## src/rtl/dec_pkg.sv

```systemverilog
package dec_pkg;
    localparam int ILEN = 32;
    localparam int REGW = 5;
    localparam int CSRW = 12;
    localparam int OPCW = 7;

    localparam logic [ILEN-1:0] W_ECALL  = 32'h0000_0073;
    localparam logic [ILEN-1:0] W_EBREAK = 32'h0010_0073;
    localparam logic [ILEN-1:0] W_TRET   = 32'h1020_0073;

    typedef enum logic [3:0] {
        G_BAD = 4'd0, G_LOAD = 4'd1, G_FENCE = 4'd2, G_OPIMM = 4'd3,
        G_AUIPC = 4'd4, G_STORE = 4'd5, G_OP = 4'd6, G_LUI = 4'd7,
        G_BRANCH = 4'd8, G_JALR = 4'd9, G_JAL = 4'd10, G_SYSTEM = 4'd11,
        G_CUSTOM = 4'd12
    } grp_e;

    typedef enum logic [3:0] {
        A_NONE = 4'd0, A_ADD = 4'd1, A_SUB = 4'd2, A_SLL = 4'd3, A_SLT = 4'd4,
        A_SLTU = 4'd5, A_XOR = 4'd6, A_SRL = 4'd7, A_SRA = 4'd8, A_OR = 4'd9,
        A_AND = 4'd10, A_PASS = 4'd11
    } alu_e;

    typedef enum logic [2:0] {
        F_NONE = 3'd0, F_I = 3'd1, F_S = 3'd2, F_B = 3'd3, F_U = 3'd4, F_J = 3'd5
    } fmt_e;

    typedef enum logic [2:0] {
        B_NONE = 3'd0, B_EQ = 3'd1, B_NE = 3'd2, B_LT = 3'd3,
        B_GE = 3'd4, B_LTU = 3'd5, B_GEU = 3'd6
    } br_e;

    typedef enum logic [3:0] {
        S_NONE = 4'd0, S_ECALL = 4'd1, S_EBREAK = 4'd2, S_TRET = 4'd3,
        S_CSRW = 4'd4, S_CSRS = 4'd5, S_CSRC = 4'd6, S_ZERO = 4'd7,
        S_WIPE = 4'd8, S_RAND = 4'd9, S_FENCE = 4'd10, S_FLUSH = 4'd11
    } sys_e;

    function automatic alu_e base_alu(input logic [2:0] f3);
        unique case (f3)
            3'b000:  return A_ADD;
            3'b001:  return A_SLL;
            3'b010:  return A_SLT;
            3'b011:  return A_SLTU;
            3'b100:  return A_XOR;
            3'b101:  return A_SRL;
            3'b110:  return A_OR;
            default: return A_AND;
        endcase
    endfunction
endpackage

```

## src/rtl/dec_major.sv

```systemverilog
module dec_major
    import dec_pkg::*;
(
    input  logic [OPCW-1:0] opc_i,
    output grp_e            grp_o,
    output fmt_e            fmt_o
);
    always_comb begin
        grp_o = G_BAD;
        fmt_o = F_NONE;
        unique case (opc_i)
            7'b0000011: begin grp_o = G_LOAD;   fmt_o = F_I; end
            7'b0001111: begin grp_o = G_FENCE;  fmt_o = F_NONE; end
            7'b0010011: begin grp_o = G_OPIMM;  fmt_o = F_I; end
            7'b0010111: begin grp_o = G_AUIPC;  fmt_o = F_U; end
            7'b0100011: begin grp_o = G_STORE;  fmt_o = F_S; end
            7'b0110011: begin grp_o = G_OP;     fmt_o = F_NONE; end
            7'b0110111: begin grp_o = G_LUI;    fmt_o = F_U; end
            7'b1100011: begin grp_o = G_BRANCH; fmt_o = F_B; end
            7'b1100111: begin grp_o = G_JALR;   fmt_o = F_I; end
            7'b1101111: begin grp_o = G_JAL;    fmt_o = F_J; end
            7'b1110011: begin grp_o = G_SYSTEM; fmt_o = F_NONE; end
            7'b0001011: begin grp_o = G_CUSTOM; fmt_o = F_NONE; end
            default:    begin grp_o = G_BAD;    fmt_o = F_NONE; end
        endcase
    end
endmodule

```

## src/rtl/dec_imm.sv

```systemverilog
module dec_imm
    import dec_pkg::*;
(
    input  logic [ILEN-1:0] insn_i,
    input  fmt_e            fmt_i,
    output logic [ILEN-1:0] imm_o
);
    logic sgn;
    assign sgn = insn_i[ILEN-1];

    always_comb begin
        unique case (fmt_i)
            F_I: imm_o = {{(ILEN-12){sgn}}, insn_i[31:20]};
            F_S: imm_o = {{(ILEN-12){sgn}}, insn_i[31:25], insn_i[11:7]};
            F_B: imm_o = {{(ILEN-13){sgn}}, insn_i[31], insn_i[7],
                          insn_i[30:25], insn_i[11:8], 1'b0};
            F_U: imm_o = {insn_i[31:12], 12'b0};
            F_J: imm_o = {{(ILEN-21){sgn}}, insn_i[31], insn_i[19:12],
                          insn_i[20], insn_i[30:21], 1'b0};
            default: imm_o = '0;
        endcase
    end
endmodule

```

## src/rtl/dec_func.sv

```systemverilog
module dec_func
    import dec_pkg::*;
(
    input  logic [ILEN-1:0] insn_i,
    input  grp_e            grp_i,
    output alu_e            alu_o,
    output br_e             br_o,
    output sys_e            sys_o,
    output logic            mem_rd_o,
    output logic            mem_wr_o,
    output logic [1:0]      size_o,
    output logic            uns_o,
    output logic            jump_o,
    output logic            csr_o,
    output logic            legal_o,
    output logic            sup_o
);
    logic [2:0] f3;
    logic [6:0] f7;
    assign f3 = insn_i[14:12];
    assign f7 = insn_i[31:25];

    always_comb begin
        alu_o = A_NONE;   br_o = B_NONE;   sys_o = S_NONE;
        mem_rd_o = 1'b0;  mem_wr_o = 1'b0; size_o = 2'd0;  uns_o = 1'b0;
        jump_o = 1'b0;    csr_o = 1'b0;    legal_o = 1'b0; sup_o = 1'b0;
        unique case (grp_i)
            G_LOAD: begin
                legal_o  = (f3 != 3'b011) && (f3 < 3'b110);
                mem_rd_o = 1'b1;
                size_o   = f3[1:0];
                uns_o    = f3[2];
                alu_o    = A_ADD;
            end
            G_STORE: begin
                legal_o  = (f3 < 3'b011);
                mem_wr_o = 1'b1;
                size_o   = f3[1:0];
                alu_o    = A_ADD;
            end
            G_BRANCH: begin
                legal_o = (f3[2:1] != 2'b01);
                unique case (f3)
                    3'b000:  br_o = B_EQ;
                    3'b001:  br_o = B_NE;
                    3'b100:  br_o = B_LT;
                    3'b101:  br_o = B_GE;
                    3'b110:  br_o = B_LTU;
                    3'b111:  br_o = B_GEU;
                    default: br_o = B_NONE;
                endcase
            end
            G_JALR: begin
                legal_o = (f3 == 3'b000);
                alu_o   = A_ADD;
                jump_o  = 1'b1;
            end
            G_JAL: begin
                legal_o = 1'b1;
                alu_o   = A_ADD;
                jump_o  = 1'b1;
            end
            G_LUI: begin
                legal_o = 1'b1;
                alu_o   = A_PASS;
            end
            G_AUIPC: begin
                legal_o = 1'b1;
                alu_o   = A_ADD;
            end
            G_OP: begin
                unique case (f7)
                    7'b0000000: begin legal_o = 1'b1; alu_o = base_alu(f3); end
                    7'b0100000: begin
                        if (f3 == 3'b000) begin
                            legal_o = 1'b1; alu_o = A_SUB;
                        end else if (f3 == 3'b101) begin
                            legal_o = 1'b1; alu_o = A_SRA;
                        end
                    end
                    default: legal_o = 1'b0;
                endcase
            end
            G_OPIMM: begin
                unique case (f3)
                    3'b001: begin
                        legal_o = (f7 == 7'b0000000);
                        alu_o   = A_SLL;
                    end
                    3'b101: begin
                        if (f7 == 7'b0000000) begin
                            legal_o = 1'b1; alu_o = A_SRL;
                        end else if (f7 == 7'b0100000) begin
                            legal_o = 1'b1; alu_o = A_SRA;
                        end
                    end
                    default: begin legal_o = 1'b1; alu_o = base_alu(f3); end
                endcase
            end
            G_FENCE: begin
                if (f3 == 3'b000) begin
                    legal_o = 1'b1; sys_o = S_FENCE;
                end else if (f3 == 3'b001) begin
                    legal_o = 1'b1; sys_o = S_FLUSH;
                end
            end
            G_SYSTEM: begin
                if (insn_i == W_ECALL) begin
                    legal_o = 1'b1; sys_o = S_ECALL;
                end else if (insn_i == W_EBREAK) begin
                    legal_o = 1'b1; sys_o = S_EBREAK;
                end else if (insn_i == W_TRET) begin
                    legal_o = 1'b1; sys_o = S_TRET; sup_o = 1'b1;
                end else begin
                    unique case (f3)
                        3'b001:  begin legal_o = 1'b1; sys_o = S_CSRW; end
                        3'b010:  begin legal_o = 1'b1; sys_o = S_CSRS; end
                        3'b011:  begin legal_o = 1'b1; sys_o = S_CSRC; end
                        default: legal_o = 1'b0;
                    endcase
                    csr_o = legal_o;
                    sup_o = 1'b1;
                end
            end
            G_CUSTOM: begin
                unique case (f3)
                    3'b000:  begin legal_o = 1'b1; sys_o = S_ZERO; end
                    3'b001:  begin legal_o = 1'b1; sys_o = S_WIPE; sup_o = 1'b1; end
                    3'b010:  begin legal_o = 1'b1; sys_o = S_RAND; end
                    default: legal_o = 1'b0;
                endcase
            end
            default: legal_o = 1'b0;
        endcase
    end
endmodule

```

## src/rtl/insn_decoder.sv

```systemverilog
module insn_decoder
    import dec_pkg::*;
(
    input  logic [31:0] insn_i,
    input  logic        priv_s_i,
    output logic [3:0]  grp_o,
    output logic [3:0]  alu_op_o,
    output logic [2:0]  imm_fmt_o,
    output logic [31:0] imm_o,
    output logic        mem_rd_o,
    output logic        mem_wr_o,
    output logic [1:0]  mem_size_o,
    output logic        mem_uns_o,
    output logic [2:0]  br_o,
    output logic        jump_o,
    output logic [3:0]  sys_o,
    output logic [11:0] csr_addr_o,
    output logic        tlb_flush_o,
    output logic        illegal_o,
    output logic [4:0]  rd_o,
    output logic [4:0]  rs1_o,
    output logic [4:0]  rs2_o
);
    grp_e            grp;
    fmt_e            fmt;
    alu_e            alu;
    br_e             br;
    sys_e            sys;
    logic [ILEN-1:0] imm;
    logic            mrd, mwr, uns, jmp, csr_v, legal, sup;
    logic [1:0]      size;
    logic            ok;

    dec_major u_major (.opc_i(insn_i[OPCW-1:0]), .grp_o(grp), .fmt_o(fmt));

    dec_imm u_imm (.insn_i(insn_i), .fmt_i(fmt), .imm_o(imm));

    dec_func u_func (
        .insn_i(insn_i), .grp_i(grp), .alu_o(alu), .br_o(br), .sys_o(sys),
        .mem_rd_o(mrd), .mem_wr_o(mwr), .size_o(size), .uns_o(uns),
        .jump_o(jmp), .csr_o(csr_v), .legal_o(legal), .sup_o(sup)
    );

    assign ok          = legal & (~sup | priv_s_i);
    assign illegal_o   = ~ok;
    assign grp_o       = ok ? grp : G_BAD;
    assign alu_op_o    = ok ? alu : A_NONE;
    assign imm_fmt_o   = ok ? fmt : F_NONE;
    assign imm_o       = ok ? imm : '0;
    assign mem_rd_o    = ok & mrd;
    assign mem_wr_o    = ok & mwr;
    assign mem_size_o  = ok ? size : 2'd0;
    assign mem_uns_o   = ok & uns;
    assign br_o        = ok ? br : B_NONE;
    assign jump_o      = ok & jmp;
    assign sys_o       = ok ? sys : S_NONE;
    assign csr_addr_o  = (ok & csr_v) ? insn_i[31:20] : '0;
    assign tlb_flush_o = ok & (sys == S_FLUSH);
    assign rd_o        = insn_i[11:7];
    assign rs1_o       = insn_i[19:15];
    assign rs2_o       = insn_i[24:20];

    always_comb begin
        if (!(insn_i[6:0] inside {7'b0000011, 7'b0001111, 7'b0010011, 7'b0010111,
                                  7'b0100011, 7'b0110011, 7'b0110111, 7'b1100011,
                                  7'b1100111, 7'b1101111, 7'b1110011, 7'b0001011}))
            AST_BAD_OPCODE: assert (illegal_o) else $error("unlisted opcode accepted");
        if (alu_op_o == 4'd2)
            AST_SUB_FIELD: assert (insn_i[30] && insn_i[6:0] == 7'b0110011) else $error("SUB without marker");
        AST_MEM_EXCL: assert (!(mem_rd_o && mem_wr_o)) else $error("read and write together");
        if (!priv_s_i && insn_i == W_TRET)
            AST_USER_TRET: assert (illegal_o) else $error("trap return in user mode");
        if (tlb_flush_o)
            AST_FLUSH_SRC: assert (insn_i[6:0] == 7'b0001111 && insn_i[14:12] == 3'b001)
                else $error("flush from wrong word");
        if (illegal_o)
            AST_ILL_NOJUMP: assert (!jump_o && br_o == 3'd0) else $error("control on illegal");
    end
endmodule

```

## config.mk

```make
export PLATFORM = sky130hd
export DESIGN_NAME = insn_decoder
export DESIGN_NICKNAME = d
export VERILOG_FILES = /design/src/rtl/dec_pkg.sv /design/src/rtl/dec_major.sv /design/src/rtl/dec_imm.sv /design/src/rtl/dec_func.sv /design/src/rtl/insn_decoder.sv
export SDC_FILE = /design/constraint.sdc
export NUM_CORES = 1
export LEC_CHECK = 0
export BUFFER_PORTS_ARGS = -buffer_cell sky130_fd_sc_hd__buf_2
export CAP_MARGIN = 15
export CORE_UTILIZATION = 45
export DETAILED_ROUTE_END_ITERATION = 16
export GPL_TIMING_DRIVEN = 0
export PLACE_DENSITY = 0.91
export SLEW_MARGIN = 25
export SYNTH_ARGS = -nofsm -noshare
export SYNTH_HDL_FRONTEND = slang
export SYNTH_SLANG_ARGS = --single-unit
```

## constraint.sdc

```tcl
create_clock -name vclk -period 2.85
set_clock_uncertainty 0.1 [all_clocks]
set_input_delay 0.57 -clock vclk [all_inputs]
set_output_delay 0.57 -clock vclk [all_outputs]
set_load 0.005 [all_outputs]
```

# Yosys cells after proc, flatten, opt, wreduce, memory -nomap -nowiden
# Index checks and enable logic that the tools add are counted.
dict set report op_classes {
  magnitude_cmp 2
  n_eq_ne 43
  mux 56
  bitwise_logic 10
  reduce_logical 11
}
# operator n
set ops {}
lappend ops {{case mux 32 bit (5 select lines)} 1}
lappend ops {{2-to-1 mux 4 bit} 12}
lappend ops {{case mux 4 bit (12 select lines)} 1}
lappend ops {{== test 32 x 21 -> 1 bit (second input constant)} 1}
lappend ops {{== test 32 x 29 -> 1 bit (second input constant)} 1}
lappend ops {{== test 32 x 7 -> 1 bit (second input constant)} 1}
lappend ops {{2-to-1 mux 32 bit} 1}
lappend ops {{== test 7 x 6 -> 1 bit (second input constant)} 4}
lappend ops {{== test 7 bit (second input constant)} 4}
lappend ops {{case mux 4 bit (7 select lines)} 1}
lappend ops {{== test 4 bit (second input constant)} 6}
lappend ops {{case mux 4 bit (3 select lines)} 2}
lappend ops {{2-to-1 mux 1 bit} 21}
lappend ops {{case mux 4 bit (5 select lines)} 1}
lappend ops {{== test 3 bit (second input constant)} 6}
lappend ops {{case mux 3 bit (6 select lines)} 1}
lappend ops {{== test 4 x 3 -> 1 bit (second input constant)} 4}
lappend ops {{case mux 4 bit (2 select lines)} 2}
lappend ops {{case mux 4 bit (4 select lines)} 1}
lappend ops {{case mux 3 bit (5 select lines)} 1}
lappend ops {{== test 7 x 4 -> 1 bit (second input constant)} 2}
lappend ops {{== test 7 x 5 -> 1 bit (second input constant)} 2}
lappend ops {{== test 3 x 2 -> 1 bit (second input constant)} 4}
lappend ops {{2-to-1 mux 12 bit} 1}
lappend ops {{22 further kinds} 41}
dict set report word_totals {
  reg_bits 0
  in_bits 33
  output_inout_bits 85
  wordCells 122
}

# Depth between registers and ports, before layout
dict set report depth {
  ltp_word 10
  ltp_mapped 8
  ltp_nobuf 5
}

# By module
# From an unflattened synthesis, not the netlist that was laid out.
dict set report unflattened {
  cells_unflattened 345
  area_unflattened_um2 2382.3
}
# mod n_inst cells_per_inst area_each_um2 seq_area_each_um2
set by_module_without_submodules {}
lappend by_module_without_submodules {insn_decoder 1 103 935.9 0.0}
lappend by_module_without_submodules {dec_func 1 140 792.0 0.0}
lappend by_module_without_submodules {dec_imm 1 66 390.4 0.0}
lappend by_module_without_submodules {dec_major 1 36 264.0 0.0}

# Worst setup path after synthesis
# Ideal clock, no wire load.
dict set report synth_timing {
  path_type {input to output}
  from {input port insn_i[2]}
  to {output port csr_addr_o[10]}
  arrival_time_ps 2104
  t_required_ps 2180
  slack_ps 76
  path_stages 8
  path_buffers 3
  cell_sequence {buf_2 -> and4bb_2 -> buf_2 -> nand3_1 -> nor2_1 -> o21ai_0 -> clkbuf_1 -> nor3_1}
}
dict set report synth_via {
  elab_chain_cells 9
  elab_cells_between_ends 45
  cone_classes {27 x eq/ne; 13 x mux; 4 x bitwise; 1 x reduce/logical}
}
# item line
set synth_lines {}
lappend synth_lines {{start, declared} insn_decoder.sv:4} ;# input logic [31:0] insn_i,
lappend synth_lines {{parallel branches: the longest is 7 deep, another holds case mux 4 bit (12 select lines)} --}
lappend synth_lines {{AND 1 bit (*)} insn_decoder.sv:57} ;# assign csr_addr_o = (ok & csr_v) ? insn_i[31:20] : '0;
lappend synth_lines {{2-to-1 mux 12 bit (*)} insn_decoder.sv:57}
lappend synth_lines {{end, declared} insn_decoder.sv:17} ;# output logic [11:0] csr_addr_o,
# Every way passes the cells marked *.

# Worst setup path after layout
dict set report layout_timing {
  from {input port insn_i[27]}
  to {output port imm_fmt_o[1]}
}
dict set report layout_via {
  elab_chain_cells 8
  elab_cells_between_ends 20
  cone_classes {4 x eq/ne; 12 x mux; 3 x bitwise; 1 x reduce/logical}
}
# item line
set layout_lines {}
lappend layout_lines {{parallel branches: the longest is 6 deep, another holds == test 32 x 29 -> 1 bit} --}
lappend layout_lines {{AND 1 bit (*)} insn_decoder.sv:44} ;# assign ok = legal & (~sup | priv_s_i);
lappend layout_lines {{2-to-1 mux 3 bit (*)} insn_decoder.sv:48} ;# assign imm_fmt_o = ok ? fmt : F_NONE;
lappend layout_lines {{end, declared} insn_decoder.sv:8} ;# output logic [2:0] imm_fmt_o,
# Marked as above.

==> flow_metrics.env <==
export IMPL_status="complete, but fails checks"
export IMPL_violations="negative setup slack"
export IMPL_fin_area_um2=3400
export IMPL_cts_hold_buffers=0
export IMPL_die_h_um=64.48
export IMPL_hpwl_um=5693
export IMPL_dieArea_um2=4158
export IMPL_synth_cells=313
export IMPL_rsz0062_at_grt="true"
export IMPL_netlist_area_um2=1757
export IMPL_place_ws_ns=-0.5253
export IMPL_synth_seq_area_share_pct=0
export IMPL_arrival_ns=2.78
export IMPL_grt_antenna_before_repair=1
export IMPL_core_rowCount=22
export IMPL_place_area_um2=2372
export IMPL_avgSynthCellArea_um2=5.612
export IMPL_hold_path_class="in -> out"
export IMPL_layout_nets=493
export IMPL_fin_crit_ns=3.452
export IMPL_finalSetupViolCount=59
export IMPL_grt_max_degree=11
export IMPL_grt_pass1_vias=2789
export IMPL_fill_cells=136
export IMPL_cap_violations=0
export IMPL_netlist_top_cells_area="a21oi_1 22%, buf_4 6.8%, nor3_1 6.0%"
export IMPL_grt_pass1_wl_um=13350
export IMPL_tightest_slew_ns=0.7158
export IMPL_numPortBuffers=111
export IMPL_place_gp_congestion=0.9859
export IMPL_slew_headroom_pct=52.28
export IMPL_start_util_pct=47.27
export IMPL_ant_nets=0
export IMPL_wirelength_um=13510
export IMPL_yosysTopAreaCell="a21oi_1"
export IMPL_die_w_um=64.48
export IMPL_grtUsageTotal_pct=39.86
export IMPL_drtIter0Drc=975
export IMPL_hold_viol=0
export IMPL_synthDistinctLibCells=51
export IMPL_first_pass_iters=14
export IMPL_drive_gt1_share_pct=59.39
export IMPL_yosys_area_top_type_share_pct=21.65
export IMPL_slew_violations=0
export IMPL_hold_slack_ns=1.317
export IMPL_coreArea_um2=3716
export IMPL_finalWorstSetupSlack_ns=-0.6024
export IMPL_synth_warnings=0
export IMPL_routed_via_density=7.647
export IMPL_io_pins=118
export IMPL_clockBufferCount=0
export IMPL_critical_path_class="in -> out"
export IMPL_crit_path_end_kind="output pin"
export IMPL_grt_overflow_total=0
export IMPL_vias=3877
export IMPL_worstPathRequired_ns=2.18
export IMPL_period_share_pct=121.1
export IMPL_critPathMaxFanout=10
export IMPL_crit_path_start_kind="input port"
export IMPL_seq_cells=0
export IMPL_ff_latch_area_um2=0
export IMPL_routed_wire_length_per_instance_um=26.64
export IMPL_drc_errors=0
export IMPL_fmax_mhz=289.7
export IMPL_area_delta_synth_final_pct=93.52
export IMPL_syn_num_nets=346
[cells in the mapped netlist, types with 2 or more instances]
| library cell | instances |
|---|---|
| inv_1 | 18 |
| buf_2 | 14 |
| and3_1 | 2 |
| and2_1 | 8 |
| nand2_1 | 27 |
| nor3b_1 | 4 |
| a22oi_1 | 3 |
| o211ai_1 | 3 |
| nand3_1 | 6 |
| o21ai_0 | 10 |
| nor2b_1 | 3 |
| a21oi_1 | 76 |
| buf_4 | 16 |
| a211oi_1 | 10 |
| nor4_4 | 2 |
| and3b_1 | 3 |
| xnor2_1 | 4 |
| o211a_1 | 2 |
| nor3_1 | 21 |
| nor4_1 | 6 |
| a32oi_1 | 2 |
| a21boi_0 | 2 |
| nand4_1 | 4 |
| clkbuf_1 | 18 |
| nand2b_1 | 2 |
| nor2_1 | 21 |
| a31oi_1 | 2 |
[per-stage QoR]
step	utilization [%]	TNS, ns	std cells
3_5_place_dp	63.84	-21.83	472
5_1_grt	91.48	-28.23	507
3_3_place_gp	63.84	-24.20	472
2_1_floorplan	-	0	313
6_report	91.48	-20.32	507
4_1_cts	77.68	-3.973	489
[what timing repair did]
| item | CTS | global route |
|---|---|---|
| pin swaps | 8 | 21 |
| gates resized for setup | 103 | 104 |
| endpoints found under the setup margin | 59 | 59 |
| cloned | 7 | 2 |
| setup buffers | 12 | 15 |
[routing by layer]
layer | global-route usage (%) | part of all wire [%] | vias to the layer above
met5 | 0 | 0 | -
met4 | 22.78 | 12 | 0
met3 | 3.873 | 18 | 224
met2 | 64.34 | 39 | 538
met1 | 51.26 | 31 | 1688
li1 | - | - | 1427
[cell usage in the layout (no fill, tap or decap), drive strengths merged, types with 2 or more instances in the layout]
cell | synthesis | routed
a211oi | 10 | 10
nor3b | 4 | 4
buf | 31 | 181
nand4 | 4 | 4
o211ai | 3 | 3
nor4 | 8 | 8
o211a | 2 | 2
and3b | 3 | 3
and3 | 2 | 2
nor2b | 3 | 3
a22oi | 3 | 3
xnor2 | 4 | 4
and2 | 8 | 8
nor3 | 21 | 21
nand2b | 2 | 2
a31oi | 2 | 2
a21boi | 3 | 3
clkbuf | 18 | 13
nand3 | 6 | 6
nand2 | 27 | 27
inv | 18 | 18
o21ai | 10 | 10
nor2 | 21 | 21
a32oi | 2 | 2
a21oi | 76 | 76
[final cells by class]
| type | instances | area [µm²] | area share, % |
|---|---|---|---|
| Antenna cell | 1 | 2.502 | 0.07361 |
| Buffer | 47 | 429.2 | 12.62 |
| Inverter | 18 | 67.56 | 1.987 |
| Multi-Input combinational cell | 246 | 1887 | 55.50 |
| Tap cell | 48 | 60.06 | 1.767 |
| Timing Repair Buffer | 147 | 953.4 | 28.05 |
[kinds of logic after synthesis]
kind of cell           count (synthesis)  share of synthesized area (%)
buffers and inverters                 67                          18.73
AND/OR/NAND/NOR                      114                          35.12
AO/OA/AOI/OAI                        127                          43.66
XOR/XNOR                               5                          2.493
[worst max-delay path, cell delays in order]
cell and delay [ns]:
buf_2 0.15, nor4_4 0.34, nand4_1 0.25, buf_4 0.22, o31ai_4 0.29, a21oi_4 0.15
buf_8 0.19, a21boi_1 0.41, buf_2 0.20
[final timing paths]
check,from,end,slack [ns],cells past startpoint
max,insn_i[27],imm_fmt_o[1],-0.60,9
min,insn_i[11],rd_o[4],1.32,3
